$ cat src/rtl/pwm_seq_pkg.sv
package pwm_seq_pkg;
  typedef struct packed {
    logic testHold;
    logic loadSample;
  } seqStrobes_t;

  function automatic int unsigned satAdd(int unsigned a, int unsigned b, int unsigned maxVal);
    int unsigned s;
    s = a + b;
    return (s > maxVal) ? maxVal : s;
  endfunction
endpackage

$ cat src/rtl/pwm_voice.sv
module pwm_voice #(
  parameter int ACC_W = 24,
  parameter int PW_W = 12,
  parameter int FREQ_W = 16,
  parameter logic [FREQ_W-1:0] FREQ_WORD = 16'h4000
) (
  input  logic            clk,
  input  logic            rstN,
  input  logic            testHold,
  input  logic [PW_W-1:0] pulseWidth,
  output logic            pulseOut
);
  logic [ACC_W-1:0] acc;
  logic [PW_W-1:0] accTop;

  always_ff @(posedge clk) begin
    if (!rstN)         acc <= '0;
    else if (testHold) acc <= '0;
    else               acc <= acc + ACC_W'(FREQ_WORD);
  end

  assign accTop   = acc[ACC_W-1 -: PW_W];
  assign pulseOut = testHold | (accTop < pulseWidth);
endmodule

$ cat src/rtl/seq_ctrl.sv
module seq_ctrl
  import pwm_seq_pkg::*;
#(
  parameter int TEST_CYCLES = 4,
  parameter int RUN_CYCLES = 64,
  localparam int FRAME = TEST_CYCLES + RUN_CYCLES,
  localparam int PH_W = $clog2(FRAME)
) (
  input  logic            clk,
  input  logic            rstN,
  input  logic            enable,
  input  logic            inValid,
  output logic            inReady,
  output logic            running,
  output logic [PH_W-1:0] phase,
  output seqStrobes_t     strobes
);
  localparam logic [PH_W-1:0] LAST = PH_W'(FRAME - 1);
  localparam logic [PH_W-1:0] TEST_END = PH_W'(TEST_CYCLES);

  typedef enum logic {ST_IDLE, ST_RUN} state_t;
  state_t state;
  logic atLast;

  assign atLast  = (state == ST_RUN) && (phase == LAST);
  assign inReady = enable && ((state == ST_IDLE) || atLast);
  assign running = (state == ST_RUN);

  always_ff @(posedge clk) begin
    if (!rstN) begin
      state <= ST_IDLE;
      phase <= '0;
    end else if (inReady) begin
      state <= ST_RUN;
      phase <= '0;
    end else if (atLast) begin
      state <= ST_IDLE;
      phase <= '0;
    end else if (state == ST_RUN) begin
      phase <= phase + 1'b1;
    end
  end

  always_comb begin
    strobes.testHold   = (state == ST_IDLE) || (phase < TEST_END);
    strobes.loadSample = inReady && inValid;
  end
endmodule

$ cat src/rtl/seq_datapath.sv
module seq_datapath
  import pwm_seq_pkg::*;
#(
  parameter int NUM_VOICES = 3,
  parameter int SAMPLE_W = 8,
  parameter int ACC_W = 24,
  parameter int PW_W = 12,
  parameter int FREQ_W = 16,
  parameter logic [FREQ_W-1:0] FREQ_WORD = 16'h4000,
  localparam int LVL_W = $clog2(NUM_VOICES + 1)
) (
  input  logic                clk,
  input  logic                rstN,
  input  seqStrobes_t         strobes,
  input  logic [SAMPLE_W-1:0] inData,
  output logic [SAMPLE_W-1:0] curSample,
  output logic [LVL_W-1:0]    level
);
  localparam int unsigned SAMPLE_MAX = (1 << SAMPLE_W) - 1;
  localparam int unsigned LVL_MAX = (1 << LVL_W) - 1;

  logic [NUM_VOICES-1:0] pulses;

  always_ff @(posedge clk) begin
    if (!rstN)                   curSample <= '0;
    else if (strobes.loadSample) curSample <= inData;
  end

  for (genvar k = 0; k < NUM_VOICES; k++) begin : g_voice
    logic [PW_W-1:0] pw;
    always_comb begin
      pw = PW_W'(satAdd(int'(curSample), k, SAMPLE_MAX));
    end
    pwm_voice #(
      .ACC_W(ACC_W), .PW_W(PW_W), .FREQ_W(FREQ_W), .FREQ_WORD(FREQ_WORD)
    ) u_voice (
      .clk(clk), .rstN(rstN), .testHold(strobes.testHold),
      .pulseWidth(pw), .pulseOut(pulses[k])
    );
  end

  always_ff @(posedge clk) begin
    if (!rstN) level <= '0;
    else       level <= LVL_W'(satAdd($countones(pulses), 0, LVL_MAX));
  end
endmodule

$ cat src/rtl/pwm_sample_seq.sv
module pwm_sample_seq
  import pwm_seq_pkg::*;
#(
  parameter int NUM_VOICES = 3,
  parameter int SAMPLE_W = 8,
  parameter int TEST_CYCLES = 4,
  parameter int RUN_CYCLES = 64,
  parameter int ACC_W = 24,
  parameter int PW_W = 12,
  parameter int FREQ_W = 16,
  parameter logic [FREQ_W-1:0] FREQ_WORD = 16'h4000,
  localparam int LVL_W = $clog2(NUM_VOICES + 1),
  localparam int PH_W = $clog2(TEST_CYCLES + RUN_CYCLES)
) (
  input  logic                clk,
  input  logic                rstN,
  input  logic                enable,
  input  logic                inValid,
  input  logic [SAMPLE_W-1:0] inData,
  output logic                inReady,
  output logic [LVL_W-1:0]    level
);
  seqStrobes_t strobes;
  logic running;
  logic [PH_W-1:0] phase;
  logic [SAMPLE_W-1:0] curSample;

  seq_ctrl #(.TEST_CYCLES(TEST_CYCLES), .RUN_CYCLES(RUN_CYCLES)) u_ctrl (
    .clk(clk), .rstN(rstN), .enable(enable), .inValid(inValid),
    .inReady(inReady), .running(running), .phase(phase), .strobes(strobes)
  );

  seq_datapath #(
    .NUM_VOICES(NUM_VOICES), .SAMPLE_W(SAMPLE_W), .ACC_W(ACC_W), .PW_W(PW_W),
    .FREQ_W(FREQ_W), .FREQ_WORD(FREQ_WORD)
  ) u_dp (
    .clk(clk), .rstN(rstN), .strobes(strobes), .inData(inData),
    .curSample(curSample), .level(level)
  );
endmodule

$ cat config.mk
export PLATFORM = sky130hd
export DESIGN_NAME = pwm_sample_seq
export DESIGN_NICKNAME = d
export VERILOG_FILES = /design/src/rtl/pwm_seq_pkg.sv /design/src/rtl/pwm_voice.sv /design/src/rtl/seq_ctrl.sv /design/src/rtl/seq_datapath.sv /design/src/rtl/pwm_sample_seq.sv
export SDC_FILE = /design/constraint.sdc
export NUM_CORES = 1
export LEC_CHECK = 0
export ABC_AREA = 1
export BUFFER_PORTS_ARGS = -buffer_cell sky130_fd_sc_hd__buf_2
export CORE_ASPECT_RATIO = 1.25
export CORE_MARGIN = 10
export CORE_UTILIZATION = 45
export DETAILED_ROUTE_END_ITERATION = 10
export PLACE_DENSITY_LB_ADDON = 0.1
export RECOVER_POWER = 25
export REMOVE_ABC_BUFFERS = 1
export SLEW_MARGIN = 20
export SYNTH_ARGS = -nofsm -noshare
export SYNTH_HDL_FRONTEND = slang
export SYNTH_HIERARCHICAL = 1
export SYNTH_SLANG_ARGS = --single-unit
$ cat constraint.sdc
create_clock -name clk -period 2.74 [get_ports clk]
set_input_delay 0.685 -clock clk [delete_from_list [all_inputs] [get_ports clk]]
set_output_delay 0.685 -clock clk [all_outputs]
set_load 0.05 [all_outputs]
Word level (Yosys, flattened, before mapping). Index checks and enable logic that the tools add are counted.

Bits in registers: 90. Input port bits: 12.

$add $sub $neg: 8. Magnitude comparators: 8. Eq/ne operators: 1. Multiplexer cells: 6. Bitwise operators: 5. Reductions and logical operators: 8.

Operators by type and width (number): adder 24 x 15 -> 24 bit, second input constant (3); greater-than comparator 32 x 8 -> 1 bit, second input constant (2); less-than comparator 12 bit (3); greater-than comparator 32 x 2 -> 1 bit, second input constant (1); 2-to-1 mux 12 bit (2); adder 8 x 1 -> 9 bit, second input constant (1); adder 8 x 2 -> 9 bit, second input constant (1); greater-than comparator 8 bit, second input constant (1); 2-to-1 mux 8 bit (1); adder 7 x 1 -> 7 bit, second input constant (1); equality test 7 bit, second input constant (1); less-than comparator 7 x 3 -> 1 bit, second input constant (1); adder 2 x 1 -> 3 bit (1); logical AND 1 bit (3); bitwise OR 1 bit (3); OR reduction 3 bit (1); adder 1 x 1 -> 2 bit (1); logical OR 1 bit (2); 2-to-1 mux 1 bit (2); 2-to-1 mux 2 bit (1); NOT 1 bit (2); nonzero test 2 bit (1); OR reduction 2 bit (1).

Logic depth before layout (Yosys ltp). Gate-level depths: netlist of the first run.

Depth after elaboration: 9. Gate-level depth with buffers: 21. Gate-level depth less buffers: 21.

Cells and area by module. Netlist of the first run, hierarchy kept.

By module, submodules not included: pwm_voice (times used 3, cells an instance 111, area each 739.5 µm²); seq_datapath (times used 1, cells an instance 108, area each 732.0 µm²); seq_ctrl (times used 1, cells an instance 60, area each 442.9 µm²).

Least setup slack after synthesis of the first run. Ideal clock, no wire load.

Kind: register to register. Start: reg u_dp.curSample[1]. End: reg u_dp.level[0]. Setup time: 0.109 ns. Arrival: 2.537 ns. Required time: 2.631 ns. Setup slack: 0.094 ns. Stages on the path, launching flop included: 19. Path buffers: 0. Clock period less this slack: 2.646 ns. Path through: dfxtp_1 > inv_1 > ha_1 > o21ai_0 > nor2_4 > nand2_2 > nor2_4 > nand2_4 > nand3_1 > inv_1 > ha_1 > a21oi_1 > nand2_1 > nand2_1 > nand3_1 > nand2_1 > fa_1 > nand2_1 > inv_1.

RTL lines: from (decl) (RTL line seq_datapath.sv:16) `output logic [SAMPLE_W-1:0] curSample,`; from (signal assigned) (RTL line seq_datapath.sv:26) `else if (strobes.loadSample) curSample <= inData;`; adder 8 x 2 -> 9 bit * (RTL line pwm_seq_pkg.sv:9) `s = a + b;`; greater-than comparator 32 x 8 -> 1 bit (RTL line pwm_seq_pkg.sv:10) `return (s > maxVal) ? maxVal : s;`; 2-to-1 mux 12 bit * (RTL line pwm_seq_pkg.sv:10); named net u_dp.g_voice[2].pw[3] (RTL line seq_datapath.sv:30) `logic [PW_W-1:0] pw;`; less-than comparator 12 bit * (RTL line pwm_voice.sv:23) `assign pulseOut = testHold | (accTop < pulseWidth);`; bitwise OR 1 bit * (RTL line pwm_voice.sv:23); named net u_dp.pulses[2] (RTL line seq_datapath.sv:22) `logic [NUM_VOICES-1:0] pulses;`; adder 2 x 1 -> 3 bit (not written as such) * (RTL line seq_datapath.sv:44) `else level <= LVL_W'(satAdd($countones(pulses), 0, LVL_MAX));`; greater-than comparator 32 x 2 -> 1 bit (RTL line pwm_seq_pkg.sv:10); 2-to-1 mux 2 bit * (RTL line pwm_seq_pkg.sv:10); to (signal assigned) (RTL line seq_datapath.sv:44); to (decl) (RTL line seq_datapath.sv:17) `output logic [LVL_W-1:0] level`.

The timed path passes the listed nets; every way through them passes the cells marked *. A chain may end at the register's enable or synchronous reset.

Final worst setup path of the first run.
Start: reg u_dp.curSample[2]. End: reg u_dp.level[0].

Same word-level chain as after synthesis.

==> flow_metrics.env, run 1 <==
export IMPL_grt_pass1_vias=2728
export IMPL_wirelength_um=6890
export IMPL_syn_cell_area_um2=3390
export IMPL_antenna_found_initial=0
export IMPL_fin_crit_sh_pct=97.2
export IMPL_drc=0
export IMPL_fill_cells=733
export IMPL_worst_slack_ns=0.0763
export IMPL_power_density_nw_per_um2=351
export IMPL_met3_usage_pct=2.29
export IMPL_finalSetupViolCount=0
export IMPL_fin_util_pct=55.4
export IMPL_grt_max_degree=16
export IMPL_grt_busiest_layer="met2"
export IMPL_vias=3004
export IMPL_start_util_pct=46.1
export IMPL_period_needed_ns=2.66
export IMPL_grt_usage_pct=11.7
export IMPL_end_kind="register"
export IMPL_yosysUniqueCellTypes=32
export IMPL_io_buffers=14
export IMPL_post_drt_wl_per_cell_um=10.7
export IMPL_area_growth_pct=20.1
export IMPL_clock_skew_ns=0.00663
export IMPL_synthTopCellsByArea="dfxtp_1 (28%), ha_1 (14%), nand2_1 (13%)"
export IMPL_rows=35
export IMPL_ff2ff_setup_slack_ns=0.08
export IMPL_antenna_cells=0
export IMPL_cts_root_buf="clkbuf_8"
export IMPL_path_class="register to register"
export IMPL_layout_commonest_cell="nand2_1"
export IMPL_cts_buffers=5
export IMPL_gp_congestion=0.834
export IMPL_p_total_mw=1.43
export IMPL_die_y_um=117
export IMPL_cts_hold_buf=0
export IMPL_r2r_end="u_dp/level[0]"
export IMPL_required_ns=2.99
export IMPL_yosysTopAreaCell="dfxtp_1"
export IMPL_instances_no_fill=641
export IMPL_crit_arrival_ns=2.91
export IMPL_yosysSeqAreaShare_pct=28.3
export IMPL_drv_slew=0
export IMPL_cp_max_fo=5
export IMPL_maxCapViolCount=0
export IMPL_hold_path_class="register to register"
export IMPL_grt_pass1_wl_um=11600
export IMPL_cts_buffer_depth=2
export IMPL_drive_above_1_share_pct=21.7
export IMPL_synth_cells=501
export IMPL_placed_area_um2=3650
export IMPL_min_path_cells=1
export IMPL_status="finished clean"
export IMPL_avgSynthCellArea_um2=6.77
export IMPL_use_met1_pct=13.9
export IMPL_whs_ns=0.475
export IMPL_clkLatencyLatePin_ns=0.30
export IMPL_grt_overflow=0
export IMPL_dpl_worst_slack_ns=-0.0180
export IMPL_final_antenna_net_count=0
export IMPL_ir_drop_mv=0.238
export IMPL_fmax_mhz=375
export IMPL_power_leakage_nw=1.88
export IMPL_fin_tns_setup_ns=0
export IMPL_grtUsageMet2_pct=21.2
export IMPL_drt_iter0_drc=135
export IMPL_dp_final_hpwl_um=5200
export IMPL_ios=15
export IMPL_fp_coreArea_um2=7360
export IMPL_drt_vias_per_instance=4.69
export IMPL_dieArea_um2=11400
export IMPL_synth_top_cell_area_share_pct=28.3
export IMPL_cp_start_kind="register"
export IMPL_synth_seq_cells=48
export IMPL_fin_area_um2=4080
export IMPL_cts_tree="built"
export IMPL_htreeDepth=2
export IMPL_die_w_um=97.7
export IMPL_rsz0062_at_grt="yes"
export IMPL_fin_nets=599
export IMPL_hold_viol=0
export IMPL_yosysWarnings=6
export IMPL_reg2reg_depth=21
export IMPL_r2r_start="u_dp/curSample[2]"
export IMPL_clock_sinks=48
export IMPL_mostFrequentLayoutCells="nand2_1 (109), inv_1 (90), nor2_1 (51), dfxtp_1 (43)"
export IMPL_post_place_cells=621
export IMPL_cts_clk_slew_worst_paths_ns=0.09
export IMPL_hp_start="u_dp/g_voice[0].u_voice/acc[14]"
export IMPL_drt_pass1_iterations=4
export IMPL_min_to="u_dp/g_voice[0].u_voice/acc[14]"
-- where the power goes --
group	internal, mW	switching (mW)	total (mW)	leakage, nW
combinational	0.0807	0.108	0.189	1.43
sequential	0.709	0.0180	0.727	0.392
clock	0.270	0.246	0.517	0.0541
total	1.06	0.372	1.43	1.88
-- how the worst max path moves through the flow --
| stage | to | from | slack (ns) |
|---|---|---|---|
| 3_5_place_dp | u_dp/level[0] | u_dp/curSample[1] | -0.02 |
| 5_1_grt | u_dp/level[0] | u_dp/curSample[2] | -0.11 |
| 2_1_floorplan | u_dp/level[0] | u_dp/curSample[1] | 0.1 |
| 6_report | u_dp/level[0] | u_dp/curSample[2] | 0.08 |
| 4_1_cts | u_dp/level[0] | u_dp/curSample[1] | 0.004 |
| 3_3_place_gp | u_dp/level[0] | u_dp/curSample[1] | 0.05 |
-- cells in the mapped netlist --
library cell and n:
xor2_1 6, nand2_2 10, clkbuf_1 2, nor2_1 53
nand3_2 2, fa_1 1, buf_6 1, o21a_1 3
dfxtp_1 48, inv_1 99, nor2_4 14, xnor2_1 3
o21ai_1 3, conb_1 1, nor3_1 6, a21boi_0 1
or2_1 1, a21o_1 3, o22ai_1 1, a21oi_1 30
nand2_4 2, nand2_1 117, mux2i_1 1, o31ai_1 2
nand4_1 4, nor2_2 5, ha_1 38, o21bai_1 1
inv_2 2, o21ai_0 9, nand3_1 31, and3_1 1
-- critical path, stage by stage, from the launching register on --
cell and delay (ns):
dfxtp_4 0.40, ha_4 0.18, inv_2 0.04, nand2_2 0.07, nand3_4 0.09, nor2_4 0.11, nand2_2 0.08, nor2_4 0.13
nand2_4 0.09, nand3_2 0.07, inv_2 0.05, ha_4 0.26, nand2_2 0.04, inv_2 0.05, nand2_2 0.05, nor2_2 0.10
nand2_1 0.06, nand3_1 0.06, nand2_1 0.07, fa_1 0.51, nand2_1 0.05, inv_1 0.05
-- sequential cells by signal, indices dropped and copies added (netlist names) --
register,flops
u_dp/g_voice.u_voice/acc,30
u_ctrl/running,1
u_ctrl/phase,7
u_dp/curSample,8
u_dp/level,2
-- cell families (layout without fill, tap and decap cells) --
| logic type | count (synthesis) | after routing | share of synthesized area, % |
|---|---|---|---|
| multiplexers | 1 | 1 | 0.295 |
| AO/OA/AOI/OAI | 53 | 53 | 8.59 |
| XOR/XNOR | 9 | 9 | 2.32 |
| adder cells (fa/ha/maj) | 39 | 39 | 14.6 |
| AND/OR/NAND/NOR | 246 | 246 | 34.0 |
| flip-flops | 48 | 48 | 28.3 |
| buffers and inverters | 104 | 141 | 11.7 |
| other | 1 | 12 | 0.111 |
-- routing by layer --
metal | up-vias | share of wire, % | routed length [um]
met5 | - | 0 | 0
met4 | 0 | 1.1 | 73
met3 | 7 | 2.9 | 201
met2 | 32 | 50 | 3440
met1 | 1325 | 46 | 3170
li1 | 1640 | - | -
-- area by class of cell --
cell class	count	area, um^2	area share [%]
flip-flops and latches	48	972	23.9
well taps	92	115	2.82
inverters	101	382	9.36
clock buffers	5	68.8	1.69
clock inverters	3	42.5	1.04
multi-input cells	360	2280	56.0
repair buffers	32	213	5.22
-- what timing repair did --
| item | 4_1_cts | 5_1_grt |
|---|---|---|
| endpoints found under the setup margin | 1 | 2 |
| setup buffers | 0 | 12 |
| pin swaps | 0 | 25 |
| gates resized for setup | 1 | 54 |
No activity file was read; power rests on OpenSTA's default activity.
==> run 2, diff against run 1 <==
--- a/config.mk
+++ b/config.mk
@@ -9,7 +9,7 @@
 export BUFFER_PORTS_ARGS = -buffer_cell sky130_fd_sc_hd__buf_2
 export CORE_ASPECT_RATIO = 1.25
 export CORE_MARGIN = 10
-export CORE_UTILIZATION = 45
+export CORE_UTILIZATION = 56
 export DETAILED_ROUTE_END_ITERATION = 10
 export PLACE_DENSITY_LB_ADDON = 0.1
 export RECOVER_POWER = 25
==> run 2 against run 1 <==
Design area decreased by 2.0%. Sequential cell count unchanged. Critical path depth decreased by 1. Critical path type unchanged. Sequential power about the same. Sequential share of layout area increased by 0.65 points. Largest power group unchanged. Wire length decreased by 0.64%. Largest cell class unchanged. Highest routed layer unchanged. Hold slack got worse by 0.0014 ns. Fmax about the same. Global-route usage increased by 2.5 points. Via count increased by 1.1%. Worst setup slack about the same. Non-clock buffer count decreased by 6.
==> flow_metrics.env, run 2 (synthesis results as in run 1) <==
export IMPL_start_util_pct=57.9
export IMPL_vias=3038
export IMPL_reg_largest_list="u_dp/g_voice.u_voice/acc: 30 flops, u_dp/curSample: 8 flops, u_ctrl/phase: 7 flops"
export IMPL_cts_buffers=5
export IMPL_cp_start_kind="register"
export IMPL_io_buffers=14
export IMPL_antenna_cells=0
export IMPL_power_leakage_nw=1.83
export IMPL_cp_slowest_stage_delay_ns=0.47
export IMPL_combPwrFrac_pct=12.2
export IMPL_required_ns=3.00
export IMPL_dpl_worst_slack_ns=-0.0155
export IMPL_path_cells="buf_6 > buf_4 > nand3_1 > o21bai_1 > nand2_1 > nor2_4 > nand2_4 > nand3_1 > inv_2 > ha_4 > nand2_1 > inv_1 > nand2_1 > nor2_1 > nand2_1 > nand3_1 > nand2_1 > fa_1 > nand2_1 > inv_1"
export IMPL_wirelength_um=6850
export IMPL_whs_ns=0.474
export IMPL_finalSetupViolCount=0
export IMPL_rows=31
export IMPL_layout_commonest_cell="nand2_1"
export IMPL_multiInputGateArea_um2=2250
export IMPL_hold_path_class="register to register"
export IMPL_dp_final_hpwl_um=5120
export IMPL_cts_buffer_depth=2
export IMPL_status="finished clean"
export IMPL_fin_crit_sh_pct=97.2
export IMPL_cts_hold_buf=0
export IMPL_seq_area_um2=978
export IMPL_p_sw_mw=0.374
export IMPL_regMostFlops="u_dp/g_voice.u_voice/acc"
export IMPL_antenna_found_initial=0
export IMPL_grt_usage_pct=14.2
export IMPL_clock_sinks=48
export IMPL_largest_register_ffs=30
export IMPL_drt_pass1_iterations=4
export IMPL_grt_pass1_vias=2731
export IMPL_drt_iter0_drc=97
export IMPL_fill_cells=517
export IMPL_drc=0
export IMPL_pwr_share_seq_pct=51.3
export IMPL_crit_arrival_ns=2.93
export IMPL_clock_skew_ns=0.0104
export IMPL_cts_root_buf="clkbuf_8"
export IMPL_rsz0062_at_grt="yes"
export IMPL_slowest_stage="fa_1"
export IMPL_drv_slew=0
export IMPL_grt_overflow=0
export IMPL_end_kind="register"
export IMPL_htreeDepth=2
export IMPL_clockPowerShare_pct=36.5
export IMPL_grt_pass1_wl_um=11300
export IMPL_switching_share_pct=26.2
export IMPL_gp_congestion=0.870
export IMPL_cp_max_fo=7
export IMPL_ir_drop_mv=0.301
export IMPL_internal_power_mw=1.05
export IMPL_power_density_nw_per_um2=357
export IMPL_ios=15
export IMPL_worst_slack_ns=0.0763
export IMPL_clkLatencyLatePin_ns=0.31
export IMPL_die_y_um=107
export IMPL_fp_coreArea_um2=5860
export IMPL_post_drt_wl_per_cell_um=11.0
export IMPL_path_class="register to register"
export IMPL_fmax_mhz=375
export IMPL_cp_common_cell="nand2_1"
export IMPL_period_needed_ns=2.66
export IMPL_fin_nets=593
export IMPL_die_w_um=89.6
export IMPL_area_growth_pct=17.7
export IMPL_mostFrequentLayoutCells="nand2_1 (112), inv_1 (93), nor2_1 (52), dfxtp_1 (42), ha_1 (31)"
export IMPL_final_antenna_net_count=0
export IMPL_dieArea_um2=9590
export IMPL_cts_tree="built"
export IMPL_drt_vias_per_instance=4.86
export IMPL_drive_above_1_share_pct=19.0
export IMPL_hold_viol=0
export IMPL_grt_max_degree=16
export IMPL_cts_clk_slew_worst_paths_ns=0.10
export IMPL_maxCapViolCount=0
## run 2: stage by stage
step           std cells  instance area (um^2)  total power [mW]  setup TNS (ns)  util, %
2_1_floorplan        509                  3420             0.844               0        -
3_3_place_gp         609                  3620             0.885               0     61.8
3_5_place_dp         609                  3620             0.890         -0.0155     61.8
4_1_cts              617                  3730              1.40               0     63.7
5_1_grt              625                  3990              1.49          -0.115     68.2
6_report             625                  3990              1.42               0     68.2
## run 2: layout make-up
| type | instances | share of cell area (%) |
|---|---|---|
| multi-input combinational | 360 | 56.4 |
| inverter | 101 | 9.56 |
| clock inverter | 3 | 1.07 |
| clock buffer | 5 | 1.72 |
| sequential | 48 | 24.5 |
| tap | 82 | 2.57 |
| timing repair buffer | 26 | 4.20 |
## run 2: final timing paths
check                                                      from                         endpoint  slack [ns]  cells past startpoint
worst max-delay path                          u_dp/curSample[1]                    u_dp/level[0]        0.08                     20
worst min-delay path            u_dp/g_voice[0].u_voice/acc[14]  u_dp/g_voice[0].u_voice/acc[14]        0.47                      1
worst min register to register  u_dp/g_voice[0].u_voice/acc[14]  u_dp/g_voice[0].u_voice/acc[14]        0.47                      1
worst max register to register                u_dp/curSample[1]                    u_dp/level[0]        0.08                     20
## run 2: layer usage
metal	routed length (um)	global-route usage (%)	vias up
met3	184	2.73	11
met4	112	4.67	0
met2	3430	24.2	36
met5	0	0	-
li1	-	-	1628
met1	3120	17.3	1363
## run 2: critical path: cells and delay by family, from the launching register on
family	cells	cell delay [ns]
AOI/OAI and AO/OA	1	0.13
adders and majority gates	2	0.73
buffers and inverters	5	0.38
DFF	1	0.40
and+or+nand+nor	12	0.99
## run 2: repair_timing
item	CTS	global route
buffers inserted	0	8
resized for setup	2	47
endpoints found under the setup margin	1	2
pin swaps	0	15
## run 2: power groups by stage
stage / Clock, mW / Combinational (mW) / Sequential [mW]
floorplan: 0 / 0.0993 / 0.745
global placement: 0 / 0.143 / 0.742
detailed placement: 0 / 0.147 / 0.743
CTS: 0.529 / 0.148 / 0.727
global route: 0.554 / 0.199 / 0.733
finish: 0.519 / 0.174 / 0.730
==> run 3, diff against run 2 <==
--- a/config.mk
+++ b/config.mk
@@ -6,11 +6,11 @@
 export NUM_CORES = 1
 export LEC_CHECK = 0
 export ABC_AREA = 1
-export BUFFER_PORTS_ARGS = -buffer_cell sky130_fd_sc_hd__buf_2
 export CORE_ASPECT_RATIO = 1.25
 export CORE_MARGIN = 10
-export CORE_UTILIZATION = 56
+export CORE_UTILIZATION = 58
 export DETAILED_ROUTE_END_ITERATION = 10
+export DONT_BUFFER_PORTS = 1
 export PLACE_DENSITY_LB_ADDON = 0.1
 export RECOVER_POWER = 25
 export REMOVE_ABC_BUFFERS = 1
==> run 3 against run 2 <==
Worst setup slack improved by 0.039 ns. Utilization decreased by 0.82 points. Critical path depth down 1. Wire length down 5.9%. Via count decreased by 3.3%. Sequential power is 1% higher. Die area fell by 2.7%. Largest power group unchanged.
==> flow_metrics.env, run 3 (synthesis results as in run 1) <==
export IMPL_grt_pass1_wl_um=11200
export IMPL_r2r_start="u_dp/curSample[2]"
export IMPL_drt_pass1_iterations=4
export IMPL_ir_drop_mv=0.341
export IMPL_hold_viol=0
export IMPL_cp_slowest_stage_delay_ns=0.45
export IMPL_p_sw_mw=0.346
export IMPL_path_buf_inv=3
export IMPL_reg_largest_list="u_dp/g_voice.u_voice/acc: 30 flops, u_dp/curSample: 8 flops, u_ctrl/phase: 7 flops"
export IMPL_power_density_nw_per_um2=341
export IMPL_fin_crit_sh_pct=95.8
export IMPL_end_kind="register"
export IMPL_met3_usage_pct=2.77
export IMPL_whs_ns=0.472
export IMPL_maxCapViolCount=0
export IMPL_cp_depth=19
export IMPL_finalSetupViolCount=0
export IMPL_cp_start_kind="register"
export IMPL_cts_hold_buf=0
export IMPL_fin_nets=575
export IMPL_grt_pass1_vias=2658
export IMPL_grt_busiest_layer="met2"
export IMPL_vias=2938
export IMPL_drv_slew=0
export IMPL_pwr_share_seq_pct=55.9
export IMPL_cts_buffer_depth=2
export IMPL_dpl_worst_slack_ns=-0.0371
export IMPL_power_leakage_nw=1.77
export IMPL_die_y_um=106
export IMPL_max_slew_margin_pct=64.6
export IMPL_post_drt_wl_per_cell_um=10.9
export IMPL_antenna_found_initial=0
export IMPL_cp_common_cell="nand2_1"
export IMPL_ios=15
export IMPL_drc=0
export IMPL_crit_path_end="u_dp/level[0]"
export IMPL_drive_above_1_share_pct=17.0
export IMPL_required_ns=2.95
export IMPL_final_antenna_net_count=0
export IMPL_cts_tree="built"
export IMPL_dp_final_hpwl_um=4980
export IMPL_drt_vias_per_instance=4.97
export IMPL_fp_coreArea_um2=5740
export IMPL_p_total_mw=1.32
export IMPL_crit_arrival_ns=2.83
export IMPL_grtUsageMet2_pct=23.9
export IMPL_slowest_stage="fa_1"
export IMPL_grt_overflow=0
export IMPL_cp_max_fo=7
export IMPL_r2r_end="u_dp/level[0]"
export IMPL_cts_root_buf="clkbuf_8"
export IMPL_antenna_cells=0
export IMPL_rsz0062_at_grt="yes"
export IMPL_regMostFlops="u_dp/g_voice.u_voice/acc"
export IMPL_clkLatencyLatePin_ns=0.30
export IMPL_layout_commonest_cell="nand2_1"
export IMPL_fmax_mhz=381
export IMPL_grt_usage_pct=14.3
export IMPL_worst_slack_ns=0.115
export IMPL_critPathTopFamily="simple AND/OR/NAND/NOR gates"
export IMPL_hold_path_class="register to register"
export IMPL_io_buffers=0
export IMPL_clockPowerShare_pct=32.8
export IMPL_cts_clk_slew_worst_paths_ns=0.09
export IMPL_period_needed_ns=2.62
export IMPL_clock_sinks=48
export IMPL_use_met1_pct=18.0
export IMPL_drt_iter0_drc=89
export IMPL_gp_congestion=0.898
export IMPL_path_class="register to register"
export IMPL_wirelength_um=6440
export IMPL_rows=31
export IMPL_switching_share_pct=26.2
export IMPL_start_util_pct=59.1
export IMPL_status="finished clean"
export IMPL_internal_power_mw=0.972
export IMPL_combPwrFrac_pct=11.3
export IMPL_reg2reg_depth=19
export IMPL_largest_register_ffs=30
export IMPL_clock_skew_ns=0.00668
export IMPL_dieArea_um2=9330
export IMPL_cts_buffers=5
export IMPL_grt_max_degree=16
export IMPL_critPathLaunch="u_dp/curSample[2]"
export IMPL_path_cells="ha_4 > nand3_4 > o21ai_2 > nand2_2 > nor2_4 > nand2_4 > nand3_2 > inv_2 > ha_4 > nand2_1 > inv_2 > nand2_1 > nor2_1 > nand2_1 > nand3_2 > nand2_2 > fa_1 > nand2_1 > inv_1"
export IMPL_die_w_um=88.4
export IMPL_tightest_slew_ns=0.530
export IMPL_htreeDepth=2
export IMPL_mostFrequentLayoutCells="nand2_1 (111), inv_1 (93), nor2_1 (52), dfxtp_1 (42), ha_1 (30)"
export IMPL_area_growth_pct=13.9
export IMPL_ff2ff_setup_slack_ns=0.12
run 3: cell types whose count changed in the layout (fill, tap and decap cells not counted), sizes merged:
| cell | before | now |
|---|---|---|
| clkbuf | 5 | 6 |
| buf | 26 | 8 |
| bufinv | 1 | 0 |
| clkinv | 1 | 2 |
| clkinvlp | 1 | 0 |
run 3: layout make-up:
class,count,area (um^2)
inverters,101,379
multi-input cells,360,2270
clock buffers,6,82.6
repair buffers,8,67.6
well taps,66,82.6
fillers,492,1870
clock inverters,2,10.0
flip-flops and latches,48,973
run 3: power groups by stage:
stage | Clock, mW | Combinational [mW] | Sequential [mW]
3_3_place_gp | 0 | 0.125 | 0.749
5_1_grt | 0.476 | 0.174 | 0.740
6_report | 0.432 | 0.149 | 0.737
4_1_cts | 0.453 | 0.130 | 0.734
2_1_floorplan | 0 | 0.0993 | 0.745
3_5_place_dp | 0 | 0.128 | 0.749
run 3: what timing repair did:
item                       in CTS  in global routing
buffers inserted                0                  3
pin swaps                       1                 16
resized for setup               5                 44
setup endpoints to repair       2                  2
run 3: stage by stage:
stage	setup TNS, ns	utilization (%)	std cells	area [um^2]
finish	0	67.3	591	3870
global route	-0.0511	67.3	591	3870
CTS	0	63.3	588	3630
detailed placement	-0.0371	61.6	580	3540
global placement	0	61.6	580	3540
floorplan	0	-	509	3420
run 3: how the worst min path moves through the flow:
stage                                         start                              end  slack (ns)  cells past startpoint
finish              u_dp/g_voice[1].u_voice/acc[14]  u_dp/g_voice[1].u_voice/acc[14]        0.47                      1
detailed placement  u_dp/g_voice[1].u_voice/acc[14]  u_dp/g_voice[1].u_voice/acc[14]        0.46                      1
floorplan           u_dp/g_voice[0].u_voice/acc[14]  u_dp/g_voice[0].u_voice/acc[14]        0.43                      1
global placement    u_dp/g_voice[1].u_voice/acc[14]  u_dp/g_voice[1].u_voice/acc[14]        0.45                      1
global route                                   rstN                    u_dp/level[0]        0.50                      2
CTS                                            rstN                    u_dp/level[0]        0.47                      2
run 3: per-layer routing:
metal  vias up  share of wire [%]
li1       1583                  -
met1      1314                 47
met2        30                 48
met3        11                2.9
met4         0                1.8
met5         -                  0
